`src/rtl/mwt_pkg.sv`:
```
package mwt_pkg;

    localparam int CNT_W        = 34;
    localparam int SLICE_W      = 32;
    localparam int COARSE_SHIFT = CNT_W - SLICE_W;
    localparam int WIN_LOG2     = 22;

    typedef logic [CNT_W-1:0]   count_t;
    typedef logic [SLICE_W-1:0] slice_t;

    localparam slice_t WIN_SPAN = slice_t'(1) << WIN_LOG2;

    typedef enum logic [1:0] {
        OP_CFG  = 2'd0,
        OP_CMP  = 2'd1,
        OP_CLR  = 2'd2,
        OP_NONE = 2'd3
    } op_e;

    typedef enum logic {
        MODE_CMP = 1'b0,
        MODE_CAP = 1'b1
    } mode_e;

    typedef enum logic {
        RES_FINE   = 1'b0,
        RES_COARSE = 1'b1
    } res_e;

    typedef struct packed {
        mode_e mode;
        res_e  res;
    } ch_cfg_t;

    typedef struct packed {
        logic   cfg;
        logic   cmp;
        logic   clr;
        slice_t data;
    } ch_wr_t;

    function automatic slice_t take_slice(count_t c, res_e r);
        return (r == RES_COARSE) ? c[CNT_W-1:COARSE_SHIFT] : c[SLICE_W-1:0];
    endfunction

    function automatic logic in_recent_past(slice_t now, slice_t tgt);
        slice_t lag;
        lag = now - tgt;
        return lag <= WIN_SPAN;
    endfunction

endpackage

```
`src/rtl/mwt_sync.sv`:
```
module mwt_sync #(
    parameter int W      = 6,
    parameter int STAGES = 2
) (
    input  logic         clk,
    input  logic         rst,
    input  logic [W-1:0] d,
    output logic [W-1:0] rise
);

    logic [STAGES:0][W-1:0] chain;

    always_ff @(posedge clk) begin
        if (rst) begin
            chain <= '0;
        end else begin
            chain <= {chain[STAGES-1:0], d};
        end
    end

    assign rise = chain[STAGES-1] & ~chain[STAGES];

    AST_RISE_SINGLE: assert property (@(posedge clk) disable iff (rst)
        (rise != '0) |=> ((rise & $past(rise)) == '0));

endmodule

```
`src/rtl/mwt_counter.sv`:
```
module mwt_counter
    import mwt_pkg::*;
(
    input  logic   clk,
    input  logic   rst,
    input  logic   tick_en,
    input  logic   load_en,
    input  count_t load_val,
    output count_t cnt
);

    always_ff @(posedge clk) begin
        if (rst) begin
            cnt <= '0;
        end else if (load_en) begin
            cnt <= load_val;
        end else if (tick_en) begin
            cnt <= cnt + count_t'(1);
        end
    end

    AST_CNT_ADVANCE: assert property (@(posedge clk) disable iff (rst)
        (tick_en && !load_en) |=> (cnt == $past(cnt) + count_t'(1)));

    AST_CNT_HOLD: assert property (@(posedge clk) disable iff (rst)
        (!tick_en && !load_en) |=> $stable(cnt));

    AST_CNT_LOAD: assert property (@(posedge clk) disable iff (rst)
        load_en |=> (cnt == $past(load_val)));

endmodule

```
`src/rtl/mwt_channel.sv`:
```
module mwt_channel
    import mwt_pkg::*;
(
    input  logic   clk,
    input  logic   rst,
    input  count_t cnt,
    input  ch_wr_t wr,
    input  logic   cap_rise,
    output logic   evt,
    output logic   pend,
    output slice_t cap_val
);

    ch_cfg_t cfg_q;
    logic    armed_q;
    slice_t  tgt_q;
    logic    evt_q;
    logic    pend_q;
    slice_t  cap_q;

    slice_t  now;
    logic    cmp_ok;
    logic    wr_past;
    logic    arm_due;
    logic    cap_ok;

    assign now     = take_slice(cnt, cfg_q.res);
    assign cmp_ok  = wr.cmp && (cfg_q.mode == MODE_CMP);
    assign wr_past = in_recent_past(now, wr.data);
    assign arm_due = armed_q && in_recent_past(now, tgt_q);
    assign cap_ok  = cap_rise && (cfg_q.mode == MODE_CAP);

    always_ff @(posedge clk) begin
        if (rst) begin
            cfg_q   <= '{mode: MODE_CMP, res: RES_FINE};
            armed_q <= 1'b0;
            tgt_q   <= '0;
            evt_q   <= 1'b0;
            pend_q  <= 1'b0;
            cap_q   <= '0;
        end else begin
            evt_q <= 1'b0;
            if (wr.cfg) begin
                cfg_q.mode <= mode_e'(wr.data[0]);
                cfg_q.res  <= res_e'(wr.data[1]);
                armed_q    <= 1'b0;
                pend_q     <= 1'b0;
            end else begin
                if (cmp_ok) begin
                    if (wr_past) begin
                        evt_q   <= 1'b1;
                        armed_q <= 1'b0;
                    end else begin
                        armed_q <= 1'b1;
                        tgt_q   <= wr.data;
                    end
                end else if (arm_due) begin
                    evt_q   <= 1'b1;
                    armed_q <= 1'b0;
                end
                if (cap_ok) begin
                    cap_q  <= now;
                    pend_q <= 1'b1;
                end else if (wr.clr) begin
                    pend_q <= 1'b0;
                end
            end
        end
    end

    assign evt     = evt_q;
    assign pend    = pend_q;
    assign cap_val = cap_q;

    AST_EVT_SOURCE: assert property (@(posedge clk) disable iff (rst)
        evt_q |-> $past(armed_q || cmp_ok));

    AST_ARM_FIRE: assert property (@(posedge clk) disable iff (rst)
        (arm_due && !wr.cfg && !cmp_ok) |=> (evt_q && !armed_q));

    AST_IMM_FIRE: assert property (@(posedge clk) disable iff (rst)
        (cmp_ok && !wr.cfg && wr_past) |=> (evt_q && !armed_q));

    AST_NO_EARLY: assert property (@(posedge clk) disable iff (rst)
        (armed_q && !in_recent_past(now, tgt_q) && !wr.cfg && !cmp_ok) |=> !evt_q);

    AST_CAP_MODE: assert property (@(posedge clk) disable iff (rst)
        $rose(pend_q) |-> (cfg_q.mode == MODE_CAP));

endmodule

```
`src/rtl/mc_wrap_timer.sv`:
```
module mc_wrap_timer
    import mwt_pkg::*;
#(
    parameter  int NCH         = 6,
    parameter  int SYNC_STAGES = 2,
    localparam int CH_W        = (NCH > 1) ? $clog2(NCH) : 1
) (
    input  logic               clk,
    input  logic               rst,
    input  logic               tick_en,
    input  logic               load_en,
    input  logic [CNT_W-1:0]   load_val,
    input  logic [NCH-1:0]     cap_in,
    input  logic               wr_en,
    input  logic [CH_W-1:0]    wr_ch,
    input  logic [1:0]         wr_op,
    input  logic [SLICE_W-1:0] wr_data,
    input  logic [CH_W-1:0]    rd_ch,
    output logic [SLICE_W-1:0] rd_cap,
    output logic [NCH-1:0]     cap_pend,
    output logic [NCH-1:0]     evt
);

    count_t                   cnt;
    logic [NCH-1:0]           cap_rise;
    logic [NCH-1:0][SLICE_W-1:0] cap_arr;
    op_e                      op;

    assign op = op_e'(wr_op);

    mwt_counter u_counter (
        .clk      (clk),
        .rst      (rst),
        .tick_en  (tick_en),
        .load_en  (load_en),
        .load_val (load_val),
        .cnt      (cnt)
    );

    mwt_sync #(
        .W      (NCH),
        .STAGES (SYNC_STAGES)
    ) u_sync (
        .clk  (clk),
        .rst  (rst),
        .d    (cap_in),
        .rise (cap_rise)
    );

    for (genvar i = 0; i < NCH; i++) begin : g_ch
        ch_wr_t ch_wr;
        logic   hit;

        assign hit        = wr_en && (wr_ch == CH_W'(i));
        assign ch_wr.cfg  = hit && (op == OP_CFG);
        assign ch_wr.cmp  = hit && (op == OP_CMP);
        assign ch_wr.clr  = hit && (op == OP_CLR);
        assign ch_wr.data = wr_data;

        mwt_channel u_ch (
            .clk      (clk),
            .rst      (rst),
            .cnt      (cnt),
            .wr       (ch_wr),
            .cap_rise (cap_rise[i]),
            .evt      (evt[i]),
            .pend     (cap_pend[i]),
            .cap_val  (cap_arr[i])
        );
    end

    always_comb begin
        rd_cap = '0;
        for (int i = 0; i < NCH; i++) begin
            if (rd_ch == CH_W'(i)) begin
                rd_cap = cap_arr[i];
            end
        end
    end

    AST_RESET_QUIET: assert property (@(posedge clk)
        rst |=> ((evt == '0) && (cap_pend == '0)));

endmodule

```
`config.mk`:
```
export PLATFORM = sky130hd
export DESIGN_NAME = mc_wrap_timer
export DESIGN_NICKNAME = d
export VERILOG_FILES = /design/src/rtl/mwt_pkg.sv /design/src/rtl/mwt_sync.sv /design/src/rtl/mwt_counter.sv /design/src/rtl/mwt_channel.sv /design/src/rtl/mc_wrap_timer.sv
export SDC_FILE = /design/constraint.sdc
export NUM_CORES = 2
export LEC_CHECK = 0
export BUFFER_PORTS_ARGS = -buffer_cell sky130_fd_sc_hd__clkbuf_2
export CORE_ASPECT_RATIO = 0.5
export CORE_MARGIN = 2
export CORE_UTILIZATION = 35
export CTS_BUF_LIST = sky130_fd_sc_hd__clkbuf_8
export CTS_CLUSTER_SIZE = 14
export DETAILED_ROUTE_END_ITERATION = 10
export GPL_ROUTABILITY_DRIVEN = 0
export PLACE_DENSITY_LB_ADDON = 0.2
export SETUP_SLACK_MARGIN = 0.15
export SYNTH_ARGS = -nofsm -noshare
export SYNTH_HDL_FRONTEND = slang
export SYNTH_SLANG_ARGS = --single-unit
```
`constraint.sdc`:
```
create_clock -name clk -period 5.7 [get_ports clk]
set_input_delay 0.855 -clock clk [delete_from_list [all_inputs] [get_ports clk]]
set_output_delay 0.855 -clock clk [all_outputs]
set_load 0.05 [all_outputs]
```
-- Yosys cells after proc, flatten, opt, wreduce, memory -nomap -nowiden
Index checks and enable logic that the tools add are counted.
- add/sub/neg operators: 13
- magnitude comparators: 12
- eq/ne operators: 12
- muxes and demuxes: 62
- bitwise operators: 20
- reduce and logical (&&, ||, !) cells: 76
- operator list (kind ; number):
    <= comparator 32 x 23 -> 1 bit (second input constant) ; 12
    two-way mux 32 bit ; 12
    subtractor 32 bit ; 12
    two-way mux 34 bit ; 2
    two-way mux 1 bit ; 48
    logical AND 1 bit ; 42
    adder 34 x 1 -> 34 bit (second input constant) ; 1
    nonzero test 2 bit ; 13
    inverter 1 bit ; 18
    AND reduction 3 bit ; 6
    equality test 3 x 2 -> 1 bit (second input constant) ; 4
    equality test 3 bit (second input constant) ; 4
    AND reduction 2 bit ; 6
    OR reduction 2 bit ; 6
    AND 6 bit ; 1
    equality test 3 x 1 -> 1 bit (second input constant) ; 2
    zero test 3 bit ; 2
    inverter 6 bit ; 1
    equality test 2 x 1 -> 1 bit (second input constant) ; 1
    equality test 2 bit (second input constant) ; 1
    zero test 2 bit ; 1
- flip-flop bits (word level): 466
- bits of input ports: 85
- output and inout port bits: 44
- word-level logic and storage cells: 241

-- Depth between registers and ports, before layout
- depth in word-level cells: 7
- gate-level depth with buffers: 18
- mapped depth without buffers: 14

-- Hierarchy
Synthesis repeated with hierarchy kept, for this count alone.
- cell total of the unflattened synthesis: 6440
- area total of the unflattened synthesis: 48789.3 µm²
- by module, submodules not included (module ; times used ; cells each ; area each (µm²) ; seq. area each (µm²)):
    mwt_channel (g_ch[1].u_ch ...) ; 2 ; 969 ; 7294.5 ; 1381.3
    mwt_channel (g_ch[3].u_ch ...) ; 2 ; 976 ; 7253.2 ; 1381.3
    mwt_channel (g_ch[0].u_ch) ; 1 ; 1027 ; 7554.7 ; 1381.3
    mwt_channel (g_ch[5].u_ch) ; 1 ; 978 ; 7420.9 ; 1381.3
    mwt_counter ; 1 ; 273 ; 2128.3 ; 680.7
    mc_wrap_timer ; 1 ; 229 ; 2063.2 ; 0.0
    mwt_sync ; 1 ; 43 ; 526.8 ; 360.3

-- Least setup slack after synthesis
No wires, ideal clock.
- path type: reg2reg
- start: register g_ch[5].u_ch.cfg_q[0] (netlist bit)
- end: register g_ch[5].u_ch.tgt_q[10]
- setup time: 72 ps
- arrival: 4469 ps
- data required time: 5628 ps
- setup slack: 1159 ps
- stages on the path, launching flop included: 19
- buffers on the path: 5
- period minus slack after synthesis: 4541 ps
- path through: dfxtp_1 > clkbuf_1 > clkbuf_1 > mux2_2 > ha_1 > buf_6 > a211o_1 > a211o_1 > o21ai_2 > a21oi_2 > or4_1 > nand4_1 > o2111ai_1 > or4_1 > a2111oi_2 > nand2b_1 > buf_6 > buf_12 > mux2i_1
- word-level cells in the longest chain between the ends: 5
- ends and longest elaborated chain (element ; RTL line ; RTL):
    start, declared ; mwt_channel.sv:14 ; ch_cfg_t cfg_q;
    start signal, assigned ; mwt_channel.sv:35 ; cfg_q <= '{mode: MODE_CMP, res: RES_FINE};
    two-way mux 32 bit ; mwt_pkg.sv:43 ; return (r == RES_COARSE) ? c[CNT_W-1:COARSE_SHIFT] : c[SLICE_W-1:0];
    named net g_ch[5].u_ch.now[8] ; mwt_channel.sv:21 ; slice_t now;
    subtractor 32 bit ; mwt_pkg.sv:48 ; lag = now - tgt;
    <= comparator 32 x 23 -> 1 bit ; mwt_pkg.sv:49 ; return lag <= WIN_SPAN;
    inverter 1 bit (no line) ; - ;
    AND reduction 3 bit (no line) ; - ;
    end signal, assigned ; mwt_channel.sv:55 ; tgt_q <= wr.data;
    end, declared ; mwt_channel.sv:16 ; slice_t tgt_q;
The timed path passes the listed nets, and every way through them passes these cells.
A chain may end at the register's enable or synchronous reset.

-- Worst setup path in the final report
- start: register u_counter.cnt[9]
- end: register g_ch[5].u_ch.tgt_q[7]
- word-level cells in the longest chain between the ends: 5
- ends and longest elaborated chain (element ; RTL line ; RTL):
    start, declared ; mwt_counter.sv:9 ; output count_t cnt
    start signal, assigned ; mwt_counter.sv:16 ; cnt <= load_val;
    start signal, assigned ; mwt_counter.sv:18 ; cnt <= cnt + count_t'(1);
    two-way mux 32 bit ; mwt_pkg.sv:43 ;
    named net g_ch[5].u_ch.now[9] ; mwt_channel.sv:21 ;
    subtractor 32 bit ; mwt_pkg.sv:48 ;
    <= comparator 32 x 23 -> 1 bit ; mwt_pkg.sv:49 ;
    inverter 1 bit (no line) ; - ;
    AND reduction 3 bit (no line) ; - ;
The timed path passes the listed nets, and every way through them passes these cells.

==> metrics.yaml <==
power_and_ir_drop:
  p_leak_nw: 21.0
  ir_worst_vdd_mv: 0.145
  power_density_nw_per_um2: 214
synthesis:
  synth_nets: 6341
  synth_cell_types: 93
  synth_seq_area_share: 0.205
  synthCells: 5859
  yosys_warnings: 0
  ys_seq_elements: 466
  synthFlopType: "dfxtp_1"
  netlist_area_sq_um: 45500
  synth_edf_count: 0
  async_flop_share: 0
  synth.avg_cell_area_sq_um: 7.77
critical_path:
  crit_family: "compound AO/OA/AOI/OAI gates"
  path_class: "flip-flop to flip-flop"
  startpoint_type: "flip-flop"
  path_cells: "mux2_2 -> ha_1 -> a21oi_1 -> o21ai_0 -> a41oi_1 -> o21ai_0 -> a41oi_1 -> mux2i_1 -> o2111ai_1 -> or4_1 -> a2111oi_2 -> nand2b_2 -> buf_12 -> mux2i_1"
  crit_path_max_incr_delay_ps: 890
  cp_max_fo: 31
  critical_path_arrival_ps: 6100
  cp.required_ps: 6370
  critPathBufInv: 1
  cp_slowest_cell: "dfxtp_1"
  end_kind: "flip-flop"
die:
  die_height_um: 259
  die_x_um: 514
  die-area_sq_um: 133000
  boundaryPins: 129
  start_util: 0.353
  core_sq_um: 129000
  fp-row-count: 93
clock_tree:
  cts_buffer_depth: 3
  clockRootBuffer: "clkbuf_8"
  cts_sinks: 466
  clkTransAtPathRegs_ps: 70
  numCtsBuffers: 84
  cts_setup_buffers: 0
  clk_latency_ps: 800
  cts_tree: "yes"
  h-tree-depth: 3
finish:
  nets: 6345
  drive_above_1_share: 0.108
  area_delta_synth_final_pct: 9.65
  fin_util: 0.387
  fin_cells: 7648
drt:
  drtPass1Iterations: 6
  avgViaCountPerCell: 6.09
  drt_iter0_drc: 5510
  avgRoutedWirePerCell_um: 26.2
  routed_wl_um: 201000
  ant_nets: 0
  vias: 46600
  drc: 0
status:
  status: "completed"
hold_path:
  hp-class: "primary input to flip-flop"
timing:
  period_needed_ps: 5420
  final.period_utilization: 0.951
  finalSetupViolCount: 0
  skew_ps: 52.6
  slew_violations: 0
  worst_pin_slew_ps: 1380
  hold_viol: 0
  rsz0062_at_grt: "false"
  slew_headroom: 0.0799
  fin_ws_ps: 277
  tns_ps: 0
  max_freq_mhz: 184
run:
  max_cap_violations: 0
placed_design:
  dp_cells: 7487
  dp_slack_ps: 188
  io_buffers: 128
  post-dp-hpwl_um: 155000
global_route:
  overflow: 0
  track_usage: 0.289
  antenna_found_initial: 23
  grt_pass1_wl_um: 287000
  grt_max_degree: 148
  grt_pass1_vias: 42800
-- worst paths after layout --
kind                            startpoint                                 end  slack [ps]  cells past startpoint
max          u_counter.cnt[9]$_SDFFE_PP0P_  g_ch[5].u_ch.tgt_q[7]$_SDFFE_PP0P_         280                     14
max reg2reg  u_counter.cnt[9]$_SDFFE_PP0P_  g_ch[5].u_ch.tgt_q[7]$_SDFFE_PP0P_         280                     14
min                              cap_in[5]          u_sync.chain[5]$_SDFF_PP0_         290                      2
min reg2reg     u_sync.chain[4]$_SDFF_PP0_         u_sync.chain[10]$_SDFF_PP0_         440                      1
-- cell usage after synthesis (73+ instances only) --
cell / count / area, sq um
a21o_1: 151 / 1130
a21oi_1: 477 / 2390
clkbuf_1: 277 / 1040
dfxtp_1: 466 / 9330
ha_1: 397 / 4970
inv_1: 354 / 1330
mux2_2: 190 / 2140
mux2i_1: 459 / 4590
nand2_1: 360 / 1350
nand2b_1: 248 / 1550
nand3_1: 160 / 801
nand4_1: 76 / 475
nor2_1: 513 / 1930
nor2b_1: 78 / 488
nor3_1: 73 / 365
o211ai_1: 79 / 593
o21ai_0: 287 / 1440
xnor2_1: 107 / 937
xor2_1: 97 / 850
-- layout by cell type, fill, tap and decap left out, types with 44 or more instances in the layout --
cell type | Yosys | layout
inv_1 | 354 | 376
nor3_1 | 73 | 72
dfxtp_1 | 466 | 465
mux2_2 | 190 | 190
ha_1 | 397 | 397
nand4_1 | 76 | 76
nor2_1 | 513 | 513
o21bai_1 | 46 | 46
a21o_1 | 151 | 151
xnor2_1 | 107 | 107
o21a_1 | 66 | 66
nand3_1 | 160 | 160
clkbuf_8 | 0 | 104
nor2b_1 | 78 | 74
nand2_1 | 360 | 360
clkbuf_2 | 0 | 126
nand2b_1 | 248 | 247
a211oi_1 | 68 | 68
buf_4 | 14 | 110
a31oi_1 | 65 | 65
xor2_1 | 97 | 97
o21ai_0 | 287 | 287
o211ai_1 | 79 | 79
a21oi_1 | 477 | 477
nor4_1 | 45 | 45
mux2i_1 | 459 | 459
or3_1 | 44 | 44
and3_1 | 66 | 66
-- flip-flops by register name, summed over array words and instances, names as in the netlist --
name,flops
g_ch.u_ch.cfg_q,12
u_sync.chain,18
g_ch.u_ch.tgt_q,192
g_ch.u_ch.evt,6
g_ch.u_ch.pend,6
u_counter.cnt,34
g_ch.u_ch.cap_val,192
g_ch.u_ch.armed_q,6
-- where the power goes --
group / leakage (nW) / internal (mW) / switching [mW]
logic: 16.2 / 1.35 / 2.33
registers: 3.76 / 3.29 / 0.0584
clock network: 1.04 / 2.02 / 1.65
-- area by class of cell --
class	instances	area, sq um
flip-flops and latches	466	9330
inverters	355	1330
clock inverters	48	437
diodes	9	22.5
repair buffers	250	1730
multi-input cells	4706	33500
clock buffers	104	1430
fillers	13200	79000
well taps	1710	2140
-- what timing repair did --
item                                    4_1_cts  5_1_grt
endpoints found under the setup margin        0        1
gates resized for setup                       0        1
hold buffers                                  0        0
-- layer usage --
layer,wire [um],vias up,global-route usage
met2,79000,2423,0.408
met5,201,-,0
met1,85800,22300,0.392
met4,12700,18,0.158
li1,-,21400,-
met3,22900,471,0.0836
-- through the flow --
stage                     power [mW]  instance area [sq um]  hold slack, ps
after CTS                       10.6                  49900             245
after global routing            11.1                  49900             269
after global placement          6.91                  48000             415
after detailed placement        6.94                  48000             425
after floorplan                 5.87                  45500             414
final                           10.7                  49900             288
-- logic make-up (layout without fill, tap and decap cells) --
logic type	count (synthesis)	in the layout	synth area share
DFF	466	466	0.205
and+or+nand+nor	1828	1828	0.202
adders and majority gates	397	397	0.109
buffers and inverters	687	757	0.0607
AOI/OAI and AO/OA	1620	1620	0.233
xor gates and xnor gates	204	204	0.0392
muxes	657	657	0.152
other	0	9	0
-- worst reg2reg max path: cells and delay by family (launching register included) --
family	cells	cell delay, ps
adder cells (fa/ha/maj)	1	340
AND/OR/NAND/NOR	2	730
buffers and inverters	1	240
AO/OA/AOI/OAI	7	2190
multiplexers	3	910
flip-flops	1	890
Note: power is estimated with default switching activity, not from simulation.
